<file path="src/rtl/busGatePkg.sv">
package busGatePkg;

  // Strobes from control to datapath, one cycle's worth of decisions.
  typedef struct packed {
    logic issueFire;   // pending symmetric request is issued now
    logic cntInc;      // priority request accepted
    logic cntDec;      // priority request completed (count nonzero)
  } gateStrobes_t;

endpackage

</file>
<file path="src/rtl/busGateCtrl.sv">
module busGateCtrl
  import busGatePkg::*;
(
  input  logic         clk,
  input  logic         rstN,
  input  logic         reqValid,
  input  logic         reqLockBegin,
  input  logic         reqLockEnd,
  input  logic         prioNew,
  input  logic         prioDone,
  input  logic         cntZero,
  input  logic         cntFull,
  output logic         reqReady,
  output logic         symReqN,
  output logic         prioN,
  output logic         prioReady,
  output logic         lockOpen,
  output gateStrobes_t strobes
);

  logic prioNQ;
  logic prioSeenNQ;
  logic symReqNQ;
  logic lockOpenQ;
  logic allowed;
  logic fire;
  logic incOk;
  logic decOk;
  logic lockOpenNext;
  logic prioNNext;

  // Gate decision uses only registered state, so reqReady never
  // depends combinationally on the request inputs.
  always_comb begin
    allowed = prioSeenNQ | lockOpenQ;
    fire    = reqValid & allowed;
    incOk   = prioNew & ~cntFull;
    decOk   = prioDone & ~cntZero;
  end

  // Lock flag: the opening request sets it, the closing one clears it.
  always_comb begin
    lockOpenNext = lockOpenQ;
    if (fire) begin
      if (reqLockEnd) begin
        lockOpenNext = 1'b0;
      end else if (reqLockBegin) begin
        lockOpenNext = 1'b1;
      end
    end
  end

  // Priority line stays low while the registered count is nonzero or a
  // new request is accepted; it rises the edge after the count hits zero.
  always_comb begin
    prioNNext = ~(~cntZero | incOk);
  end

  always_ff @(posedge clk or negedge rstN) begin
    if (!rstN) begin
      prioNQ     <= 1'b1;
      prioSeenNQ <= 1'b1;
      symReqNQ   <= 1'b1;
      lockOpenQ  <= 1'b0;
    end else begin
      prioNQ     <= prioNNext;
      prioSeenNQ <= prioNQ;
      symReqNQ   <= ~reqValid;
      lockOpenQ  <= lockOpenNext;
    end
  end

  always_comb begin
    reqReady          = allowed;
    symReqN           = symReqNQ;
    prioN             = prioNQ;
    prioReady         = ~cntFull;
    lockOpen          = lockOpenQ;
    strobes.issueFire = fire;
    strobes.cntInc    = incOk;
    strobes.cntDec    = decOk;
  end

endmodule

</file>
<file path="src/rtl/busGateDatapath.sv">
module busGateDatapath
  import busGatePkg::*;
#(
  parameter int TAG_W = 8,
  parameter int CNT_W = 3
) (
  input  logic             clk,
  input  logic             rstN,
  input  gateStrobes_t     strobes,
  input  logic [TAG_W-1:0] reqTag,
  output logic             issueValid,
  output logic [TAG_W-1:0] issueTag,
  output logic             cntZero,
  output logic             cntFull,
  output logic [CNT_W-1:0] prioCount
);

  localparam logic [CNT_W-1:0] CNT_TOP  = {CNT_W{1'b1}};
  localparam logic [CNT_W-1:0] CNT_ONE  = {{(CNT_W-1){1'b0}}, 1'b1};

  logic [CNT_W-1:0] cntQ;
  logic [CNT_W-1:0] cntNext;
  logic             issueValidQ;
  logic [TAG_W-1:0] issueTagQ;

  always_comb begin
    unique case ({strobes.cntInc, strobes.cntDec})
      2'b10:   cntNext = cntQ + CNT_ONE;
      2'b01:   cntNext = cntQ - CNT_ONE;
      default: cntNext = cntQ;
    endcase
  end

  always_ff @(posedge clk or negedge rstN) begin
    if (!rstN) begin
      cntQ        <= '0;
      issueValidQ <= 1'b0;
      issueTagQ   <= '0;
    end else begin
      cntQ        <= cntNext;
      issueValidQ <= strobes.issueFire;
      if (strobes.issueFire) begin
        issueTagQ <= reqTag;
      end
    end
  end

  always_comb begin
    cntZero    = (cntQ == '0);
    cntFull    = (cntQ == CNT_TOP);
    issueValid = issueValidQ;
    issueTag   = issueTagQ;
    prioCount  = cntQ;
  end

endmodule

</file>
<file path="src/rtl/busPriorityGate.sv">
module busPriorityGate
  import busGatePkg::*;
#(
  parameter int TAG_W = 8,
  parameter int CNT_W = 3
) (
  input  logic             clk,
  input  logic             rstN,
  input  logic             reqValid,
  input  logic [TAG_W-1:0] reqTag,
  input  logic             reqLockBegin,
  input  logic             reqLockEnd,
  output logic             reqReady,
  output logic             issueValid,
  output logic [TAG_W-1:0] issueTag,
  output logic             symReqN,
  input  logic             prioNew,
  input  logic             prioDone,
  output logic             prioReady,
  output logic             prioN
);

  gateStrobes_t     strobes;
  logic             cntZero;
  logic             cntFull;
  logic             lockOpen;
  logic [CNT_W-1:0] prioCount;

  busGateCtrl uCtrl (
    .clk          (clk),
    .rstN         (rstN),
    .reqValid     (reqValid),
    .reqLockBegin (reqLockBegin),
    .reqLockEnd   (reqLockEnd),
    .prioNew      (prioNew),
    .prioDone     (prioDone),
    .cntZero      (cntZero),
    .cntFull      (cntFull),
    .reqReady     (reqReady),
    .symReqN      (symReqN),
    .prioN        (prioN),
    .prioReady    (prioReady),
    .lockOpen     (lockOpen),
    .strobes      (strobes)
  );

  busGateDatapath #(
    .TAG_W (TAG_W),
    .CNT_W (CNT_W)
  ) uData (
    .clk        (clk),
    .rstN       (rstN),
    .strobes    (strobes),
    .reqTag     (reqTag),
    .issueValid (issueValid),
    .issueTag   (issueTag),
    .cntZero    (cntZero),
    .cntFull    (cntFull),
    .prioCount  (prioCount)
  );

endmodule

</file>
<file path="config.mk">
export PLATFORM = sky130hd
export DESIGN_NAME = busPriorityGate
export DESIGN_NICKNAME = d
export VERILOG_FILES = /design/src/rtl/busGatePkg.sv /design/src/rtl/busGateCtrl.sv /design/src/rtl/busGateDatapath.sv /design/src/rtl/busPriorityGate.sv
export SDC_FILE = /design/constraint.sdc
export NUM_CORES = 1
export LEC_CHECK = 0
export ABC_AREA = 1
export CAP_MARGIN = 40
export CORE_MARGIN = 3
export CORE_UTILIZATION = 41
export CTS_CLUSTER_DIAMETER = 200
export DETAILED_ROUTE_END_ITERATION = 10
export HOLD_SLACK_MARGIN = 0.02
export PLACE_DENSITY = 0.74
export SYNTH_ARGS = -nofsm -noshare
export SYNTH_HDL_FRONTEND = slang
export SYNTH_SLANG_ARGS = --single-unit
</file>
<file path="constraint.sdc">
create_clock -name clk -period 1.95 [get_ports clk]
set_clock_uncertainty 0.15 [all_clocks]
set_input_delay 0.195 -clock clk [delete_from_list [all_inputs] [get_ports clk]]
set_output_delay 0.195 -clock clk [all_outputs]
set_load 0.05 [all_outputs]
</file>
# Word level (Yosys, flattened, before mapping)
# Cells that the tools add are included.
# W data, S select, Z words.
op_classes:
  addsub: 2
  eq_ne: 3
  mux: 3
  bitwise: 9
  reduce_logical: 4
ops:
  columns: ["operator", "n"]
  rows:
  - ["$pmux W3 S2", 1]
  - ["$not A1 Y1", 4]
  - ["$reduce_bool A2 Y1", 2]
  - ["$add A3 B1 Y3 const B", 1]
  - ["$and A1 B1 Y1", 3]
  - ["$eq A3 B3 Y1 const B", 1]
  - ["$logic_not A3 Y1", 1]
  - ["$sub A3 B1 Y3 const B", 1]
  - ["$eq A2 B1 Y1 const B", 1]
  - ["$eq A2 B2 Y1 const B", 1]
  - ["$mux W1", 2]
  - ["$or A1 B1 Y1", 2]
  - ["$reduce_and A2 Y1", 1]
totals:
  regBits: 16
  output_inout_bits: 13
  elab_cells: 28

# Longest topological paths before layout
# Gate-level depths: netlist of the first run.
logic_depth:
  depth_word: 5
  depth_mapped: 11

# Hierarchy
# A second synthesis of the first run with hierarchy kept.
unflattened:
  cells_unflattened: 67
  area_unflattened_um2: 759.5
modules_own_cells:
  columns: ["module", "instances", "cells_per_inst", "area_per_inst_um2"]
  rows:
  - ["busGateDatapath", 1, 41, 544.3]
  - ["busGateCtrl", 1, 26, 215.2]

# Worst setup path after synthesis of the first run
# Ideal clock, no wire load.
synth_timing:
  kind: "register -> register"
  from: "register uData.cntQ[0] (netlist: uData.prioCount[0])"
  to: "register uData.cntQ[2] (netlist: uData.prioCount[2])"
  t_arrival_ns: 1.808
  t_required_ns: 1.683
  slack_ns: -0.125
  path_stages_with_launch: 10
  path_buffers: 0
  period_less_slack_ns: 2.075
  path_cell_list: "dfrtp_1 nand3_1 nand2_1 ha_1 inv_1 fa_1 nand2_1 nand3_1 nand2_1 nand2_1"
synth_between:
  elab_chain_cells: 5
synth_lines:
  columns: ["element", "line", "rtl"]
  rows:
  - ["start, declared", "busGateDatapath.sv:21", "logic [CNT_W-1:0] cntQ;"]
  - ["start signal, assigned", "busGateDatapath.sv:40", "cntQ <= cntNext;"]
  - ["$eq A3 B3 Y1 (*)", "busGateDatapath.sv:50", "cntFull = (cntQ == CNT_TOP);"]
  - ["$not A1 Y1 (*)", null, null]
  - ["via prioReady", "busPriorityGate.sv:19", "output logic prioReady,"]
  - ["$and A1 B1 Y1 (*)", "busGateCtrl.sv:37", "incOk = prioNew & ~cntFull;"]
  - ["$eq A2 B1 Y1 / $eq A2 B2 Y1 (equally long branches)", "busGateDatapath.sv:27", "unique case ({strobes.cntInc, strobes.cntDec})"]
  - ["$pmux W3 S2 / $reduce_bool A2 Y1 (equally long branches)", null, null]
# Mark *: on every way through the listed nets, which the timed path passes. The rest lies on a longest branch.
# A chain may end at the register's enable or synchronous reset.

# Worst setup path after layout of the first run
layout_timing:
  from: "register uData.cntQ[1] (netlist: uData.prioCount[1])"
  to: "register uData.cntQ[1] (netlist: uData.prioCount[1])"
layout_between:
  elab_chain_cells: 5
layout_lines:
  columns: ["element", "line"]
  rows:
  - ["$eq A3 B3 Y1 / $logic_not A3 Y1 (equally long branches)", "busGateDatapath.sv:50, busGateDatapath.sv:49"]
  - ["$not A1 Y1 (on tied branches)", "busGateCtrl.sv:37, busGateCtrl.sv:38"]
  - ["$and A1 B1 Y1 (on tied branches)", "busGateCtrl.sv:37, busGateCtrl.sv:38"]
  - ["$eq A2 B1 Y1 / $eq A2 B2 Y1 (equally long branches)", "busGateDatapath.sv:27"]
  - ["$pmux W3 S2 / $reduce_bool A2 Y1 (equally long branches)", null]
# Parallel ways exist; a longest one is shown, timed or not.

==> results.toml, run 1 <==
[global_route]
grt_pass1_wl_um = 2060
use_met3 = 0.0383
met1_usage = 0.157
grt_max_degree = 17
met2_usage = 0.225
grt_usage = 0.137
antenna_found_initial = 0
busiest_layer = "met2"
grt_remaining_overflow = 0
grt_pass1_vias = 516

[sta]
fin_hold_ws_ns = 0.0687
fin_crit_ns = 1.79
relSlewSlack = 0.665
finalCritPeriodShare = 0.920
setup_viol = 0
final_hold_viol_count = 0
timing.setup.tns_ns = 0
worstMarginPinSlew_ns = 0.500
drv_slew = 0
fmax_mhz = 557
rsz0062_at_grt = "no"

[layout]
final_util = 0.657
fin_nets = 125
drive_gt1_frac = 0.206
fin_area_sq_um = 1010
area.growth.synth_to_final_pct = 47.0
diodes = 0

[critical_path]
reg2reg_depth = 7
worstSetupPathType = "reg -> reg"
crit_path_start_kind = "flip-flop"
crit_path_start = "uData.prioCount[1]"
regToRegStartpoint = "uData.prioCount[1]"
crit_path_end_kind = "flip-flop"
rr_endpoint = "uData.prioCount[1]"
cp-endpoint = "uData.prioCount[1]"
reg2reg_slack_ns = 0.16
cp_max_fo = 3
cp_data_arrival_time_ns = 1.85
cp.required_ns = 2.00

[drt]
drt_pass1_iterations = 3
final_antenna_net_count = 0
vias = 561
wl_um = 1330
post_drt_wl_per_cell_um = 10.8
vias_per_cell = 4.56
drt-initial-drc-count = 10
drc = 0

[placed_design]
gp_congestion = 0.783
placed_area_sq_um = 982
port_buffers = 27
post-dp-hpwl_um = 1060

[logic_synthesis]
synth_edf_count = 0
syn-num-nets = 92
synth.avg_cell_area_sq_um = 9.19
synth_area_sq_um = 689
synth_fa_ha_area_frac = 0.0472
synthSimpleGateAreaFrac = 0.274
synth_xor_area_frac = 0.0127
async_flop_share = 1.00
synthMuxAreaShare = 0
yosysMostFrequentCell = "nand2_1"
ys_types = 15
yosys-top-cells-area = "dfrtp_1 (47%), nand2_1 (18%), dfstp_2 (11%)"
ys.flop_type = "dfrtp_1"
synth_largest_area_cell = "dfrtp_1"
synth_compound_area_frac = 0.00726
synthTopCellsByCount = "nand2_1 (33), dfrtp_1 (13), inv_1 (7), inv_2 (4), nand3_1 (4)"
synthCells = 75
synth_top_family_by_area = "simple AND/OR/NAND/NOR gates"
seq_area_frac_synth = 0.586
synth-seq-cells = 16
synth_warnings = 0
synth_top_area_share = 0.472

[clocking]
cts_hold_buffers = 0
clk_pin_slew_ns = 0.09
cts_made_buffers = 3
clk_latency_ns = 0.27
htree_num_levels = 1
root_buffer = "clkbuf_4"
post_cts_buffers = 0
tritoncts = "done"
cts_buffer_depth = 2
cts_sinks = 16

[min_path]
hold_path_class = "in -> async"

[die]
num_io_pins = 28
die_area_sq_um = 2210
die_h_um = 47.0
coreArea_sq_um = 1540
start_util = 0.447
dieWidth_um = 47.0
num_rows = 14

[power_and_ir_drop]
leakage_uw = 0.000510
power_density_nw_per_um2 = 1700
ir_drop_mv = 0.975

[job]
max_cap_violations = 0

[outcome]
status = "completed"
-- metrics by stage --
| stage | worst slack, ns | instances | total power [uW] |
|---|---|---|---|
| floorplan | 0.0598 | 75 | 1250 |
| global placement | 0.0809 | 119 | 1540 |
| detailed placement | 0.0349 | 119 | 1560 |
| CTS | 0.107 | 123 | 1740 |
| global route | 0.0235 | 123 | 1850 |
| finish | 0.156 | 123 | 1730 |
-- what timing repair did --
action                                  4_1_cts  5_1_grt
endpoints found under the setup margin        0        2
gates resized for setup                       0        3
hold endpoints to repair                      0        0
-- routing by layer --
metal	share of wire	routed length, um
met1	0.42	557
met2	0.50	662
met3	0.057	76
met4	0.022	29
met5	0	0
-- layout by cell type, fill, tap and decap left out --
cell type,instances
fa_2,1
clkbuf_4,3
nand2_1,33
and2_1,1
nand3_2,1
clkbuf_1,1
buf_4,5
xnor2_1,1
nor2_1,1
nand2_4,2
inv_1,6
clkdlybuf4s50_1,23
nand3_1,3
nand4_1,2
dfrtp_1,13
inv_6,1
ha_2,1
inv_2,5
o21ai_0,1
dfstp_2,3
-- sequential cells by signal, summed over array words and instances, names as in the netlist --
| signal | cells |
|---|---|
| uData.issueTag | 8 |
| uCtrl.prioSeenNQ | 1 |
| uCtrl.lockOpen | 1 |
| uCtrl.prioN | 1 |
| uCtrl.symReqN | 1 |
| uData.prioCount | 3 |
| uData.issueValid | 1 |
-- worst min-delay path by stage --
stage / start / endpoint / slack, ns / cells past startpoint
floorplan: rstN / uCtrl.lockOpen / -0.25 / 0
global placement: uCtrl.prioN / uCtrl.prioSeenNQ / 0.21 / 0
detailed placement: uCtrl.prioN / uCtrl.prioSeenNQ / 0.21 / 0
CTS: rstN / uData.issueValid / 0.07 / 2
global route: rstN / uData.issueValid / 0.07 / 2
finish: rstN / uData.issueValid / 0.07 / 2
-- worst max-delay path: stages, from the launching register on --
cell and delay (ns):
dfrtp_1 0.42, inv_2 0.09, nand3_1 0.09, and2_1 0.15, ha_2 0.17, inv_1 0.08, fa_2 0.43, o21ai_0 0.15
-- final cells by class --
class	count	area [sq um]
clock buffers	4	26.3
fillers	130	528
inverters	12	50.0
multi-input cells	47	245
flip-flops and latches	16	404
well taps	16	20.0
repair buffers	28	268
-- kinds of logic (layout without fill, tap and decap cells) --
logic type | Yosys count | after routing
AOI/OAI and AO/OA | 1 | 1
xor gates and xnor gates | 1 | 1
adders and majority gates | 2 | 2
buffers and inverters | 12 | 44
DFF | 16 | 16
and+or+nand+nor | 43 | 43
-- where the power goes --
part / internal (uW) / leakage, uW / switching, uW / total (uW)
Sequential: 478 / 0.000193 / 81.7 / 560
Combinational: 337 / 0.000301 / 652 / 989
Clock: 79.3 / 0.0000150 / 98.0 / 177
Total: 895 / 0.000510 / 831 / 1730
No activity file was read; power rests on OpenSTA's default activity.
==> inputs of run 2 (changes only) <==
--- a/config.mk
+++ b/config.mk
@@ -13,6 +13,7 @@
 export DETAILED_ROUTE_END_ITERATION = 10
 export HOLD_SLACK_MARGIN = 0.02
 export PLACE_DENSITY = 0.74
+export REMOVE_ABC_BUFFERS = 1
 export SYNTH_ARGS = -nofsm -noshare
 export SYNTH_HDL_FRONTEND = slang
 export SYNTH_SLANG_ARGS = --single-unit
==> run 2 against run 1 <==
Power rose by 3.7%. Final cell count rose by 1.6%. First-iteration DRC count fell by 60%. Clock power rose by 21%. Utilization rose by 1.1 points. Sequential power fell by 0.7%. Non-clock buffer count rose by 2. Largest cell class unchanged.
==> results.toml, run 2 (synthesis gave the netlist of run 1 again) <==
[clocking]
cts_made_buffers = 3
htree_num_levels = 1
clk_pin_slew_ns = 0.09
clk_latency_ns = 0.28
cts_buffer_depth = 2
tritoncts = "done"
cts_sinks = 16
root_buffer = "clkbuf_4"

[layout]
fillers = 125
fin_nets = 127
layout_common_cells = "nand2_1 (33), clkdlybuf4s50_1 (23), dfrtp_1 (13)"
diodes = 0
multi_input_area_sq_um = 238
area.growth.synth_to_final_pct = 49.5
final_common_cell = "nand2_1"
drive_gt1_frac = 0.202
largest_register_ffs = 8
ff_latch_area_sq_um = 404

[drt]
final_antenna_net_count = 0
drt-initial-drc-count = 4
vias = 587
wl_um = 1340
drt_pass1_iterations = 4
drc = 0
vias_per_cell = 4.70
post_drt_wl_per_cell_um = 10.7

[critical_path]
cp_max_fo = 3
worstSetupPathType = "reg -> reg"
cp.required_ns = 2.01
regToRegStartpoint = "uData.prioCount[1]"
crit_path_start_kind = "flip-flop"
cp_data_arrival_time_ns = 1.89
crit_path_start = "uData.prioCount[1]"
crit_path_end_kind = "flip-flop"

[power_and_ir_drop]
power_density_nw_per_um2 = 1740
ir_drop_mv = 0.895
combPwrFrac = 0.570
p_sw_uw = 840
intPower_uw = 950
power.share.clock = 0.120
p_sw_frac = 0.469
p_total_uw = 1790
leakage_uw = 0.000527
seq_power_share = 0.311

[placed_design]
post-dp-hpwl_um = 1040
port_buffers = 27
gp_congestion = 0.744

[global_route]
grt_pass1_wl_um = 2130
antenna_found_initial = 0
grt_max_degree = 17
grt_usage = 0.142
grt_remaining_overflow = 0
grt_pass1_vias = 534

[die]
dieWidth_um = 47.0
num_rows = 14
coreArea_sq_um = 1540
die_area_sq_um = 2210
num_io_pins = 28
die_h_um = 47.0
start_util = 0.447

[min_path]
hold_path_class = "in -> async"

[sta]
relSlewSlack = 0.662
finalCritPeriodShare = 0.935
worstMarginPinSlew_ns = 0.505
fmax_mhz = 549
timing.setup.tns_ns = 0
drv_slew = 0
setup_viol = 0
final_hold_viol_count = 0
fin_crit_ns = 1.82
rsz0062_at_grt = "no"

[job]
max_cap_violations = 0

[outcome]
status = "completed"
[run 2: cell types whose count changed in the layout (fill, tap and decap cells not counted)]
cell | before | now
inv_1 | 6 | 7
nand3_1 | 3 | 4
clkbuf_1 | 1 | 0
buf_4 | 5 | 7
ha_2 | 1 | 0
clkbuf_8 | 0 | 1
o21ai_0 | 1 | 0
inv_2 | 5 | 4
nand3_2 | 1 | 0
o21ai_1 | 0 | 1
ha_1 | 0 | 1
[run 2: critical path: stages, from the launching register on]
cell and delay [ns]:
dfrtp_1 0.41, inv_1 0.10, nand3_1 0.10, and2_1 0.15
ha_1 0.19, inv_1 0.09, fa_2 0.43, o21ai_1 0.13
[run 2: final cells by class]
type | instances | area share
inverter | 12 | 0.0485
clock buffer | 4 | 0.0352
sequential | 16 | 0.392
multi-input combinational | 47 | 0.231
timing repair buffer | 30 | 0.274
tap | 16 | 0.0194
[run 2: stage by stage]
stage                     area, sq um  setup WS (ns)  utilization  hold slack [ns]  cells
after floorplan                   689         -0.125            -           -0.251     75
after global placement            977          0.103        0.634            0.206    119
after detailed placement          977         0.0370        0.634            0.207    119
after CTS                        1010          0.120        0.657           0.0541    123
after global routing             1030        0.00375        0.669           0.0609    125
final                            1030          0.128        0.669           0.0693    125
[run 2: power by group through the flow]
stage	logic [uW]	registers (uW)	clock network [uW]
5_1_grt	1110	578	244
4_1_cts	990	559	231
6_report	1020	556	214
3_3_place_gp	969	561	0
3_5_place_dp	991	564	0
2_1_floorplan	363	876	0
[run 2: what timing repair did]
item,4_1_cts,5_1_grt
setup endpoints to repair,0,2
resized for setup,0,2
hold buffers,0,0
buffers inserted,0,2
[run 2: final timing paths]
| kind | to | slack [ns] | cells past startpoint |
|---|---|---|---|
| setup / recovery | uData.prioCount[1] | 0.13 | 7 |
| hold / removal | uData.issueTag[1] | 0.07 | 2 |
| setup reg to reg | uData.prioCount[1] | 0.13 | 7 |
| hold reg to reg | uCtrl.prioSeenNQ | 0.22 | 0 |
| max in group asynchronous | uCtrl.symReqN | 1.33 | 2 |
| min in group clk | uCtrl.prioSeenNQ | 0.22 | 0 |
[run 2: metal layers]
metal / wire length, um / vias up / GRT usage / part of all wire
met2: 688 / 16 / 0.217 / 0.51
li1: - / 294 / - / -
met4: 18 / 0 / 0.0994 / 0.013
met3: 82 / 2 / 0.0345 / 0.061
met1: 550 / 275 / 0.175 / 0.41
met5: 0 / - / 0 / 0
